--- src/rtl/seg_scan_pkg.sv ---
package seg_scan_pkg;

    localparam int NUM_LINES       = 7;
    localparam int SLOTS_PER_FRAME = 2 * NUM_LINES;

    typedef enum logic {
        DIG_TENS  = 1'b0,
        DIG_UNITS = 1'b1
    } digit_sel_e;

    typedef logic [2:0]           line_idx_t;
    typedef logic [NUM_LINES-1:0] seg_pat_t;

    typedef struct packed {
        digit_sel_e digit;
        line_idx_t  line;
    } scan_pos_t;

    typedef struct packed {
        logic [3:0] tens;
        logic [3:0] units;
    } bcd_pair_t;

    localparam line_idx_t LAST_LINE = line_idx_t'(NUM_LINES - 1);

    function automatic seg_pat_t seg_decode(input logic [3:0] v);
        seg_pat_t p;
        case (v)
            4'd0:    p = 7'h3F;
            4'd1:    p = 7'h06;
            4'd2:    p = 7'h5B;
            4'd3:    p = 7'h4F;
            4'd4:    p = 7'h66;
            4'd5:    p = 7'h6D;
            4'd6:    p = 7'h7D;
            4'd7:    p = 7'h07;
            4'd8:    p = 7'h7F;
            4'd9:    p = 7'h6F;
            default: p = 7'h00;
        endcase
        return p;
    endfunction

    function automatic scan_pos_t next_pos(input scan_pos_t p);
        scan_pos_t n;
        if (p.line == LAST_LINE) begin
            n.line  = '0;
            n.digit = (p.digit == DIG_TENS) ? DIG_UNITS : DIG_TENS;
        end else begin
            n.line  = p.line + 3'd1;
            n.digit = p.digit;
        end
        return n;
    endfunction

    function automatic bcd_pair_t bcd_inc(input bcd_pair_t c);
        bcd_pair_t n;
        if (c.units == 4'd9) begin
            n.units = 4'd0;
            n.tens  = (c.tens == 4'd9) ? 4'd0 : c.tens + 4'd1;
        end else begin
            n.units = c.units + 4'd1;
            n.tens  = c.tens;
        end
        return n;
    endfunction

endpackage

--- src/rtl/scan_prescaler.sv ---
module scan_prescaler #(
    parameter  int CLK_PER_SLOT = 125000,
    localparam int PHASE_W      = $clog2(CLK_PER_SLOT)
) (
    input  logic               clk,
    input  logic               rst,
    output logic               slot_end,
    output logic [PHASE_W-1:0] phase
);

    localparam logic [PHASE_W-1:0] PHASE_MAX = PHASE_W'(CLK_PER_SLOT - 1);

    assign slot_end = (phase == PHASE_MAX);

    always_ff @(posedge clk) begin
        if (rst) begin
            phase <= '0;
        end else if (slot_end) begin
            phase <= '0;
        end else begin
            phase <= phase + 1'b1;
        end
    end

endmodule

--- src/rtl/sec_counter.sv ---
module sec_counter
    import seg_scan_pkg::*;
#(
    parameter  int SLOTS_PER_SEC = 1000,
    localparam int SC_W          = $clog2(SLOTS_PER_SEC)
) (
    input  logic      clk,
    input  logic      rst,
    input  logic      slot_tick,
    output bcd_pair_t count
);

    localparam logic [SC_W-1:0] SC_MAX = SC_W'(SLOTS_PER_SEC - 1);

    logic [SC_W-1:0] slot_cnt;
    logic            sec_tick;

    assign sec_tick = slot_tick && (slot_cnt == SC_MAX);

    always_ff @(posedge clk) begin
        if (rst) begin
            slot_cnt <= '0;
        end else if (slot_tick) begin
            slot_cnt <= (slot_cnt == SC_MAX) ? '0 : slot_cnt + 1'b1;
        end
    end

    always_ff @(posedge clk) begin
        if (rst) begin
            count <= '0;
        end else if (sec_tick) begin
            count <= bcd_inc(count);
        end
    end

endmodule

--- src/rtl/scan_sequencer.sv ---
module scan_sequencer
    import seg_scan_pkg::*;
(
    input  logic      clk,
    input  logic      rst,
    input  logic      slot_end,
    input  bcd_pair_t count,
    output scan_pos_t pos,
    output bcd_pair_t latched,
    output logic      frame_start
);

    assign frame_start = slot_end && (pos.digit == DIG_UNITS) && (pos.line == LAST_LINE);

    always_ff @(posedge clk) begin
        if (rst) begin
            pos <= '{digit: DIG_TENS, line: '0};
        end else if (slot_end) begin
            pos <= next_pos(pos);
        end
    end

    always_ff @(posedge clk) begin
        if (rst) begin
            latched <= '0;
        end else if (frame_start) begin
            latched <= count;
        end
    end

endmodule

--- src/rtl/line_driver.sv ---
module line_driver
    import seg_scan_pkg::*;
#(
    parameter int PHASE_W    = 17,
    parameter int GAP_CYCLES = 1
) (
    input  scan_pos_t              pos,
    input  bcd_pair_t              latched,
    input  logic [PHASE_W-1:0]     phase,
    output logic [NUM_LINES-1:0]   line_out,
    output logic [NUM_LINES-1:0]   line_oe
);

    localparam logic [PHASE_W-1:0] GAP_L = PHASE_W'(GAP_CYCLES);

    seg_pat_t             pattern;
    logic [NUM_LINES-1:0] sel;
    logic                 lit;
    logic                 in_gap;
    logic                 level;

    assign pattern = seg_decode((pos.digit == DIG_TENS) ? latched.tens : latched.units);
    assign in_gap  = (phase < GAP_L);
    assign level   = (pos.digit == DIG_TENS);

    always_comb begin
        for (int i = 0; i < NUM_LINES; i++) begin
            sel[i] = (pos.line == line_idx_t'(i));
        end
    end

    assign lit = |(pattern & sel);

    generate
        for (genvar g = 0; g < NUM_LINES; g++) begin : g_line
            assign line_oe[g]  = sel[g] && lit && !in_gap;
            assign line_out[g] = level;
        end
    endgenerate

endmodule

--- src/rtl/seg_scan_top.sv ---
module seg_scan_top
    import seg_scan_pkg::*;
#(
    parameter  int CLK_PER_SLOT  = 125000,
    parameter  int SLOTS_PER_SEC = 1000,
    parameter  int GAP_CYCLES    = 1,
    localparam int PHASE_W       = $clog2(CLK_PER_SLOT)
) (
    input  logic       clk,
    input  logic       rst,
    output logic [6:0] line_out,
    output logic [6:0] line_oe
);

    logic               slot_end;
    logic [PHASE_W-1:0] phase;
    bcd_pair_t          count;
    bcd_pair_t          latched;
    scan_pos_t          pos;
    logic               frame_start;

    scan_prescaler #(.CLK_PER_SLOT(CLK_PER_SLOT)) prescaler_i (
        .clk      (clk),
        .rst      (rst),
        .slot_end (slot_end),
        .phase    (phase)
    );

    sec_counter #(.SLOTS_PER_SEC(SLOTS_PER_SEC)) seconds_i (
        .clk       (clk),
        .rst       (rst),
        .slot_tick (slot_end),
        .count     (count)
    );

    scan_sequencer sequencer_i (
        .clk         (clk),
        .rst         (rst),
        .slot_end    (slot_end),
        .count       (count),
        .pos         (pos),
        .latched     (latched),
        .frame_start (frame_start)
    );

    line_driver #(.PHASE_W(PHASE_W), .GAP_CYCLES(GAP_CYCLES)) driver_i (
        .pos      (pos),
        .latched  (latched),
        .phase    (phase),
        .line_out (line_out),
        .line_oe  (line_oe)
    );

endmodule

--- config.mk ---
export PLATFORM = sky130hd
export DESIGN_NAME = seg_scan_top
export DESIGN_NICKNAME = d
export VERILOG_FILES = /design/src/rtl/seg_scan_pkg.sv /design/src/rtl/scan_prescaler.sv /design/src/rtl/sec_counter.sv /design/src/rtl/scan_sequencer.sv /design/src/rtl/line_driver.sv /design/src/rtl/seg_scan_top.sv
export SDC_FILE = /design/constraint.sdc
export NUM_CORES = 1
export LEC_CHECK = 0
export ABC_AREA = 1
export BUFFER_PORTS_ARGS = -buffer_cell sky130_fd_sc_hd__buf_2
export CAP_MARGIN = 40
export CORE_ASPECT_RATIO = 1.5
export CORE_MARGIN = 2
export CORE_UTILIZATION = 35
export CTS_CLUSTER_SIZE = 40
export DETAILED_ROUTE_END_ITERATION = 8
export PLACE_DENSITY = 0.57
export SYNTH_ARGS = -nofsm -noshare
export SYNTH_HDL_FRONTEND = slang
export SYNTH_SLANG_ARGS = --single-unit
--- constraint.sdc ---
create_clock -name clk -period 3.3 [get_ports clk]
set_clock_uncertainty 0.2 [all_clocks]
set_input_delay 0.33 -clock clk [delete_from_list [all_inputs] [get_ports clk]]
set_output_delay 0.33 -clock clk [all_outputs]
set_load 0.01 [all_outputs]
==> impl_metrics.py, run 1 <==
metrics = {
    "hold_path": {
        "worst_hold_startpoint": "rst",
        "min_to": "seconds_i.slot_cnt[6]$_SDFFE_PP0N_",
        "min_path_cells": 2,
        "min_path_type": "in2reg",
    },
    "setup_path": {
        "critPathLaunchType": "register",
        "worst-path-buf-inv": 2,
        "reg2regPathDepth": 9,
        "timing.rr.end": "seconds_i.count[6]$_SDFFE_PP0P_",
        "slowest_delay_ns": 0.49,
        "critPathCaptureType": "output port",
        "critical_path.max_fanout": 8,
        "r2r_start": "seconds_i.slot_cnt[0]$_SDFFE_PP0N_",
        "crit_start": "sequencer_i.pos[3]$_SDFFE_PP0P_",
        "cp_top_family": "simple AND/OR/NAND/NOR gates",
        "path_cells": "nand2_1 > o21ai_1 > inv_1 > ha_1 > nand2_1 > nand2_1 > nand2_1 > nand2_1 > nand2_1 > nand2_1 > nor2_2 > nor2_1 > buf_2",
        "rrSetupSlack_ns": 1.18,
        "required_ns": 2.77,
        "worstSetupPathType": "reg2out",
        "crit_top_cell": "nand2_1",
        "slowest_stage": "dfxtp_1",
        "critPathArrivalTime_ns": 2.42,
    },
    "layout": {
        "final_nets": 482,
        "fillCellCount": 900,
        "diodes": 0,
        "drive_above_1_share": 0.0913,
        "multi_input_area_um2": 1650,
        "regArea_um2": 941,
        "area_delta_synth_final_pct": 8.95,
    },
    "route": {
        "postRouteAntennaNets": 0,
        "vias": 2741,
        "drt-vias-per-instance": 4.76,
        "dr.pass1.iters": 4,
        "wl_um": 6560,
        "drc": 0,
        "avgRoutedWirePerCell_um": 11.4,
        "drt-initial-drc-count": 156,
    },
    "timing": {
        "fin_setup_tns_ns": 0,
        "tightestPinTransition_ns": 0.773,
        "finalWorstSetupSlack_ns": 0.351,
        "relSlewSlack": 0.481,
        "layout_min_cycle_time_ns": 2.95,
        "finalSetupViolCount": 0,
        "hold_violations": 0,
        "max_freq_ghz": 0.339,
        "whs_ns": 0.203,
        "slew_viol_final": 0,
        "rsz0062_at_grt": "false",
        "min_period_over_period": 0.894,
    },
    "synthesis": {
        "synth-seq-cells": 47,
        "syn_inst": 462,
        "avgSynthCellArea_um2": 6.29,
        "yosysWarningCount": 0,
        "syn_area_um2": 2910,
        "synth_edf_count": 0,
        "ys_seq_area_frac": 0.324,
        "synth.net_count": 473,
        "synth_flop_cell": "dfxtp_1",
        "synth_cell_types": 32,
        "synth_async_sr_flop_share": 0,
    },
    "clock_network": {
        "hold_buffers": 0,
        "cts.sink_count": 47,
        "htreeDepth": 2,
        "worst_skew_pair.late_latency_ns": 0.29,
        "cts_tree": "yes",
        "cts.path.max_buffers": 2,
        "cts.clk_slew.worst_paths_ns": 0.06,
        "root_buffer": "clkbuf_16",
        "cts_setup_buffers": 0,
        "cts_made_buffers": 5,
        "cts-resized-gates": 0,
    },
    "grt": {
        "grt_antenna_before_repair": 0,
        "grt_use_total": 0.154,
        "grt-ovfl-total": 0,
        "grt_pass1_wl_um": 11200,
        "grt_pass1_vias": 2564,
        "grt_max_degree": 20,
    },
    "power": {
        "irDropWorstVdd_uv": 173,
        "p_per_area_nw_per_um2": 348,
        "leakage_nw": 1.31,
        "total_power_w": 0.00110,
    },
    "place": {
        "portBuffers": 15,
        "post-place-ws_ns": 0.677,
        "gp_congestion": 0.830,
        "dpl.hpwl_um": 4900,
    },
    "die": {
        "row_count": 40,
        "die_w_um": 78.4,
        "die_area_um2": 9060,
        "start_util": 0.361,
        "ioPinCount": 16,
        "core_area_um2": 8060,
        "die_h_um": 116,
    },
    "status": {
        "status": "completed",
    },
    "job": {
        "maxCapViolations": 0,
    },
}
-- layout make-up --
class / count / share of cell area
Multi-Input combinational cell: 343 / 0.521
Sequential cell: 47 / 0.297
Tap cell: 105 / 0.0415
Clock buffer: 6 / 0.0439
Clock inverter: 1 / 0.00158
Inverter: 58 / 0.0687
Timing Repair Buffer: 16 / 0.0261
-- power breakdown --
part / internal (W) / leakage, nW / total [W] / switching [W]
Combinational: 0.00000881 / 0.853 / 0.0000292 / 0.0000204
Sequential: 0.000570 / 0.379 / 0.000573 / 0.00000312
Clock: 0.000296 / 0.0727 / 0.000501 / 0.000205
-- metrics by stage --
stage                     instance area (um2)  std cells   util
after floorplan                          2910        462      -
after global placement                   3020        569  0.375
after detailed placement                 3020        569  0.375
after CTS                                3170        576  0.393
after global routing                     3170        576  0.393
final                                    3170        576  0.393
-- kinds of logic (layout without fill, tap and decap cells) --
| family | count (synthesis) | count (layout) | share of synthesized area |
|---|---|---|---|
| compound gates | 38 | 38 | 0.0680 |
| xor+xnor | 8 | 8 | 0.0241 |
| fa+ha+maj | 9 | 9 | 0.0387 |
| buf+inv | 72 | 81 | 0.108 |
| flops | 47 | 47 | 0.324 |
| simple gates | 288 | 288 | 0.437 |
-- layer usage --
layer  global-route usage  vias up  part of all wire
li1                     -     1471                 -
met1                0.163     1230              0.43
met2                0.303       31              0.53
met3               0.0234        9             0.017
met4               0.0526        0             0.018
met5                    0        -                 0
-- state kept, by name (all words and copies together), names as in the netlist --
signal	count
prescaler_i.phase	17
sequencer_i.latched	8
seconds_i.count	8
sequencer_i.pos	4
seconds_i.slot_cnt	10
-- how the worst max path moves through the flow --
stage | depth (start not counted) | endpoint
finish | 13 | line_oe[1]
global route | 13 | line_oe[1]
CTS | 13 | line_oe[3]
detailed placement | 13 | line_oe[3]
global placement | 13 | line_oe[2]
floorplan | 12 | line_oe[0]
-- placed cells by master, fill, tap and decap left out, types with 7 or more instances in the layout --
master	count
nand2_1	134
a21oi_1	27
buf_2	15
nand4_1	15
inv_1	54
nand3_1	29
ha_1	9
nor3_1	14
dfxtp_1	47
nor2_1	73
xor2_1	7
o21ai_0	7
-- cell usage after synthesis (2+ instances only) --
cell,instances,area (um2)
dfxtp_1,47,941
a21oi_1,27,135
nand2_2,4,25.0
a21o_1,2,15.0
ha_1,9,113
inv_1,54,203
or2_2,5,31.3
nand2_1,134,503
nor3b_1,2,15.0
clkinv_1,2,7.51
buf_2,2,10.0
xor2_1,7,61.3
buf_4,9,67.6
nand4_1,15,93.8
nand3_1,29,145
o21ai_0,7,35.0
nor2_4,3,33.8
nor2_1,73,274
nand3_2,2,20.0
nor4_1,2,12.5
nor3_1,14,70.1
inv_2,2,7.51
nor2_2,2,12.5
(Power assumes the default switching activity.)
==> run 2: changes to the inputs <==
--- a/config.mk
+++ b/config.mk
@@ -13,6 +13,7 @@
 export CORE_UTILIZATION = 35
 export CTS_CLUSTER_SIZE = 40
 export DETAILED_ROUTE_END_ITERATION = 8
+export GPL_TIMING_DRIVEN = 0
 export PLACE_DENSITY = 0.57
 export SYNTH_ARGS = -nofsm -noshare
 export SYNTH_HDL_FRONTEND = slang
==> run 2 against run 1 <==
Worst hold slack got worse by 0.0057 ns. First-iteration DRC count decreased by 3.8%. Non-clock buffer count increased by 13. Count of clock-buffer cells in the layout increased by 2. Sequential power about the same. Final cell count increased by 2.4%. Clock power increased by 6.8%. Largest cell class unchanged. Highest routed layer unchanged.
==> impl_metrics.py, run 2 (synthesized netlist as in run 1, its figures left out) <==
metrics = {
    "route": {
        "vias": 2779,
        "avgRoutedWirePerCell_um": 11.2,
        "drt-vias-per-instance": 4.71,
        "postRouteAntennaNets": 0,
        "wl_um": 6600,
        "dr.pass1.iters": 4,
        "drt-initial-drc-count": 150,
        "drc": 0,
    },
    "layout": {
        "final_cell_mix": "nand2_1, nor2_1, inv_1",
        "layout_commonest_cell": "nand2_1",
        "fillCellCount": 855,
        "diodes": 0,
        "drive_above_1_share": 0.113,
        "top_register": "prescaler_i.phase",
        "final_nets": 495,
        "largest_reg_flops": 17,
        "area_delta_synth_final_pct": 12.5,
        "reg_top3": "prescaler_i.phase (17), seconds_i.slot_cnt (10)",
        "instances_no_fill": 590,
        "finish.instance_area_um2": 3270,
    },
    "place": {
        "gp_congestion": 0.816,
        "placed_area_um2": 3110,
        "portBuffers": 15,
        "dp_cells": 582,
        "dpl.hpwl_um": 4970,
        "post-place-ws_ns": 0.567,
    },
    "grt": {
        "grt_max_degree": 14,
        "grt_antenna_before_repair": 0,
        "grt-ovfl-total": 0,
        "grt_pass1_vias": 2562,
        "grt_use_total": 0.153,
        "grt_pass1_wl_um": 11100,
    },
    "hold_path": {
        "min_to": "seconds_i.count[5]$_SDFFE_PP0P_",
        "worst_hold_startpoint": "rst",
        "min_path_cells": 4,
        "min_path_type": "in2reg",
    },
    "timing": {
        "min_period_over_period": 0.919,
        "finalSetupViolCount": 0,
        "finalWorstSetupSlack_ns": 0.268,
        "relSlewSlack": 0.472,
        "slew_viol_final": 0,
        "layout_min_cycle_time_ns": 3.03,
        "tightestPinTransition_ns": 0.786,
        "hold_violations": 0,
        "rsz0062_at_grt": "false",
        "max_freq_ghz": 0.330,
        "fin_setup_tns_ns": 0,
    },
    "status": {
        "status": "completed",
    },
    "setup_path": {
        "critPathCaptureType": "output port",
        "worstSetupPathType": "reg2out",
        "critical_path.max_fanout": 8,
        "timing.rr.end": "seconds_i.count[6]$_SDFFE_PP0P_",
        "rrSetupSlack_ns": 1.17,
        "r2r_start": "seconds_i.slot_cnt[0]$_SDFFE_PP0N_",
        "required_ns": 2.77,
        "critPathLaunchType": "register",
        "reg2regPathDepth": 9,
        "critPathArrivalTime_ns": 2.50,
    },
    "clock_network": {
        "hold_buffers": 0,
        "cts_setup_buffers": 0,
        "cts.clk_slew.worst_paths_ns": 0.06,
        "cts_made_buffers": 5,
        "root_buffer": "clkbuf_16",
        "cts-resized-gates": 0,
        "worst_skew_pair.late_latency_ns": 0.29,
        "cts_tree": "yes",
        "cts.sink_count": 47,
        "htreeDepth": 2,
        "cts.path.max_buffers": 2,
    },
    "die": {
        "die_w_um": 78.4,
        "core_area_um2": 8060,
        "die_area_um2": 9060,
        "start_util": 0.361,
        "die_h_um": 116,
        "row_count": 40,
        "ioPinCount": 16,
    },
    "power": {
        "irDropWorstVdd_uv": 220,
        "p_per_area_nw_per_um2": 348,
        "leakage_nw": 1.36,
    },
    "job": {
        "maxCapViolations": 0,
    },
}
[run 2: worst max-delay path by stage]
| stage | start | endpoint | slack [ns] | cells past startpoint |
|---|---|---|---|---|
| after floorplan | sequencer_i.pos[3]$_SDFFE_PP0P_ | line_oe[0] | 1.0 | 12 |
| after global placement | sequencer_i.pos[3]$_SDFFE_PP0P_ | line_oe[4] | 0.63 | 13 |
| after detailed placement | sequencer_i.pos[3]$_SDFFE_PP0P_ | line_oe[2] | 0.57 | 13 |
| after CTS | sequencer_i.pos[3]$_SDFFE_PP0P_ | line_oe[2] | 0.25 | 13 |
| after global routing | sequencer_i.pos[3]$_SDFFE_PP0P_ | line_oe[5] | 0.11 | 13 |
| final | sequencer_i.pos[3]$_SDFFE_PP0P_ | line_oe[5] | 0.27 | 13 |
[run 2: layer usage]
| metal | up-vias | share of wire | GRT usage |
|---|---|---|---|
| met5 | - | 0 | 0 |
| met1 | 1249 | 0.45 | 0.175 |
| met4 | 0 | 0.018 | 0.0655 |
| met3 | 8 | 0.021 | 0.0257 |
| met2 | 24 | 0.51 | 0.282 |
| li1 | 1498 | - | - |
[run 2: cell type report]
type	instances	area [um2]	share of cell area
Clock buffer	8	156	0.0478
Buffer	14	97.6	0.0299
Sequential cell	47	941	0.288
Inverter	58	218	0.0666
Multi-Input combinational cell	343	1650	0.505
Tap cell	105	131	0.0402
Timing Repair Buffer	15	75.1	0.0230
[run 2: critical path: stages, from the launching register on]
cell	delay [ns]
dfxtp_1	0.30
buf_4	0.16
o21ai_1	0.40
inv_1	0.16
ha_1	0.32
nand2_1	0.12
nand2_1	0.07
nand2_1	0.05
nand2_1	0.05
nand2_1	0.06
nand2_1	0.06
nor2_2	0.25
nor2_1	0.07
buf_2	0.14
[run 2: where the power goes]
| part | switching [W] | total (W) | leakage, nW | internal [W] |
|---|---|---|---|---|
| registers | 0.00000329 | 0.000574 | 0.379 | 0.000570 |
| logic | 0.0000210 | 0.0000300 | 0.908 | 0.00000901 |
| clock network | 0.000212 | 0.000535 | 0.0772 | 0.000323 |
| total | 0.000237 | 0.00114 | 1.36 | 0.000902 |
[run 2: per-stage QoR]
step                      hold slack, ns  total power (W)  utilization
after global placement             0.248         0.000616        0.386
after floorplan                    0.230         0.000606            -
final                              0.197          0.00114        0.406
after CTS                          0.203          0.00115        0.406
after global routing               0.225          0.00118        0.406
after detailed placement           0.258         0.000617        0.386
==> run 3: changes to the inputs <==
--- a/config.mk
+++ b/config.mk
@@ -15,6 +15,7 @@
 export DETAILED_ROUTE_END_ITERATION = 8
 export GPL_TIMING_DRIVEN = 0
 export PLACE_DENSITY = 0.57
+export RECOVER_POWER = 100
 export SYNTH_ARGS = -nofsm -noshare
 export SYNTH_HDL_FRONTEND = slang
 export SYNTH_SLANG_ARGS = --single-unit
==> run 3 against run 2 <==
Core utilization decreased by 0.73 points. Final cell count unchanged. Critical path type unchanged. Wire length is 0.44% lower. Via count is 0.18% lower. Global-route usage did not move. Non-clock buffer count did not move. Combinational power down 2%. Die area stayed put.
==> impl_metrics.py, run 3 (synthesized netlist as in run 1, its figures left out) <==
metrics = {
    "clock_network": {
        "cts.clk_slew.worst_paths_ns": 0.06,
        "cts-resized-gates": 0,
        "root_buffer": "clkbuf_16",
        "cts.sink_count": 47,
        "hold_buffers": 0,
        "cts_setup_buffers": 0,
        "worst_skew_pair.late_latency_ns": 0.29,
        "htreeDepth": 2,
        "cts_made_buffers": 5,
        "cts.path.max_buffers": 2,
        "cts_tree": "yes",
    },
    "layout": {
        "final_nets": 495,
        "diodes": 0,
        "utilization": 0.398,
        "largest_reg_flops": 17,
        "reg_top3": "prescaler_i.phase (17), seconds_i.slot_cnt (10)",
        "instances_no_fill": 590,
        "layout_commonest_cell": "nand2_1",
        "drive_above_1_share": 0.0784,
        "top_register": "prescaler_i.phase",
        "fillCellCount": 866,
        "multi_input_area_um2": 1610,
        "final_cell_mix": "nand2_1, nor2_1, inv_1",
        "regArea_um2": 941,
        "area_delta_synth_final_pct": 10.5,
    },
    "die": {
        "die_h_um": 116,
        "row_count": 40,
        "ioPinCount": 16,
        "die_area_um2": 9060,
        "start_util": 0.361,
        "core_area_um2": 8060,
        "die_w_um": 78.4,
    },
    "route": {
        "drt-vias-per-instance": 4.70,
        "vias": 2774,
        "drc": 0,
        "dr.pass1.iters": 4,
        "drt-initial-drc-count": 158,
        "avgRoutedWirePerCell_um": 11.1,
        "postRouteAntennaNets": 0,
        "wl_um": 6570,
    },
    "setup_path": {
        "worstSetupPathType": "reg2out",
        "rrSetupSlack_ns": 0.82,
        "slowest_delay_ns": 0.40,
        "critPathArrivalTime_ns": 2.48,
        "critPathCaptureType": "output port",
        "critPathLaunchType": "register",
        "path_cells": "buf_4 > o21ai_1 > inv_1 > ha_1 > nand2_1 > nand2_1 > nand2_1 > nand2_1 > nand2_1 > nand2_1 > nor2_2 > nor2_1 > clkbuf_1",
        "required_ns": 2.77,
        "crit_top_cell": "nand2_1",
        "critical_path.max_fanout": 8,
        "slowest_stage": "o21ai_1",
    },
    "timing": {
        "hold_violations": 0,
        "finalSetupViolCount": 0,
        "slew_viol_final": 0,
        "rsz0062_at_grt": "false",
        "whs_ns": 0.206,
        "min_period_over_period": 0.912,
        "tightestPinTransition_ns": 0.756,
        "fin_setup_tns_ns": 0,
        "relSlewSlack": 0.492,
        "max_freq_ghz": 0.332,
        "layout_min_cycle_time_ns": 3.01,
    },
    "grt": {
        "grt-ovfl-total": 0,
        "grt_pass1_vias": 2562,
        "grt_antenna_before_repair": 0,
        "grt_use_total": 0.153,
        "grt_pass1_wl_um": 11100,
        "grt_max_degree": 14,
    },
    "job": {
        "maxCapViolations": 0,
    },
    "place": {
        "dp_cells": 582,
        "gp_congestion": 0.816,
        "dpl.hpwl_um": 4970,
        "portBuffers": 15,
    },
    "power": {
        "irDropWorstVdd_uv": 219,
        "p_per_area_nw_per_um2": 354,
        "total_power_w": 0.00114,
        "leakage_nw": 1.32,
    },
    "hold_path": {
        "min_path_type": "in2reg",
    },
    "status": {
        "status": "completed",
    },
}
## run 3: changes by cell type in the layout (fill, tap and decap cells not counted), sizes merged
cell,delta
clkbuf,+16
buf,-16
## run 3: path summary, 6_finish.rpt
check | endpoint | start | cells after the start
max | line_oe[5] | sequencer_i.pos[3]$_SDFFE_PP0P_ | 13
min | seconds_i.count[5]$_SDFFE_PP0P_ | rst | 4
max reg2reg | seconds_i.count[6]$_SDFFE_PP0P_ | seconds_i.slot_cnt[0]$_SDFFE_PP0N_ | 9
min reg2reg | prescaler_i.phase[0]$_SDFF_PP0_ | prescaler_i.phase[0]$_SDFF_PP0_ | 1
## run 3: critical path: cells and delay by family (launching register included)
family / cells / cell delay, ns
simple gates: 8 / 0.73
buf+inv: 3 / 0.44
compound gates: 1 / 0.40
fa+ha+maj: 1 / 0.32
flops: 1 / 0.30
## run 3: area by class of cell
type	count	share of cell area
buffer	14	0.0265
timing repair buffer	15	0.0207
tap	105	0.0409
multi-input combinational	343	0.502
clock buffer	8	0.0487
inverter	58	0.0678
sequential	47	0.293
## run 3: where the power goes
part,internal [W],switching (W),total (W)
clock network,0.000323,0.000212,0.000535
registers,0.000570,0.00000311,0.000573
logic,0.00000821,0.0000211,0.0000293
total,0.000901,0.000236,0.00114
## run 3: metrics by stage
stage	cell area, um2	worst slack, ns
final	3210	0.291
after global routing	3210	0.124
after CTS	3270	0.250
after detailed placement	3110	0.567
after global placement	3110	0.630
after floorplan	2910	0.998
## run 3: metal layers
layer  GRT usage  routed length (um)
met1       0.175                2970
met2       0.282                3370
met3      0.0257                 119
met4      0.0655                 117
met5           0                   0
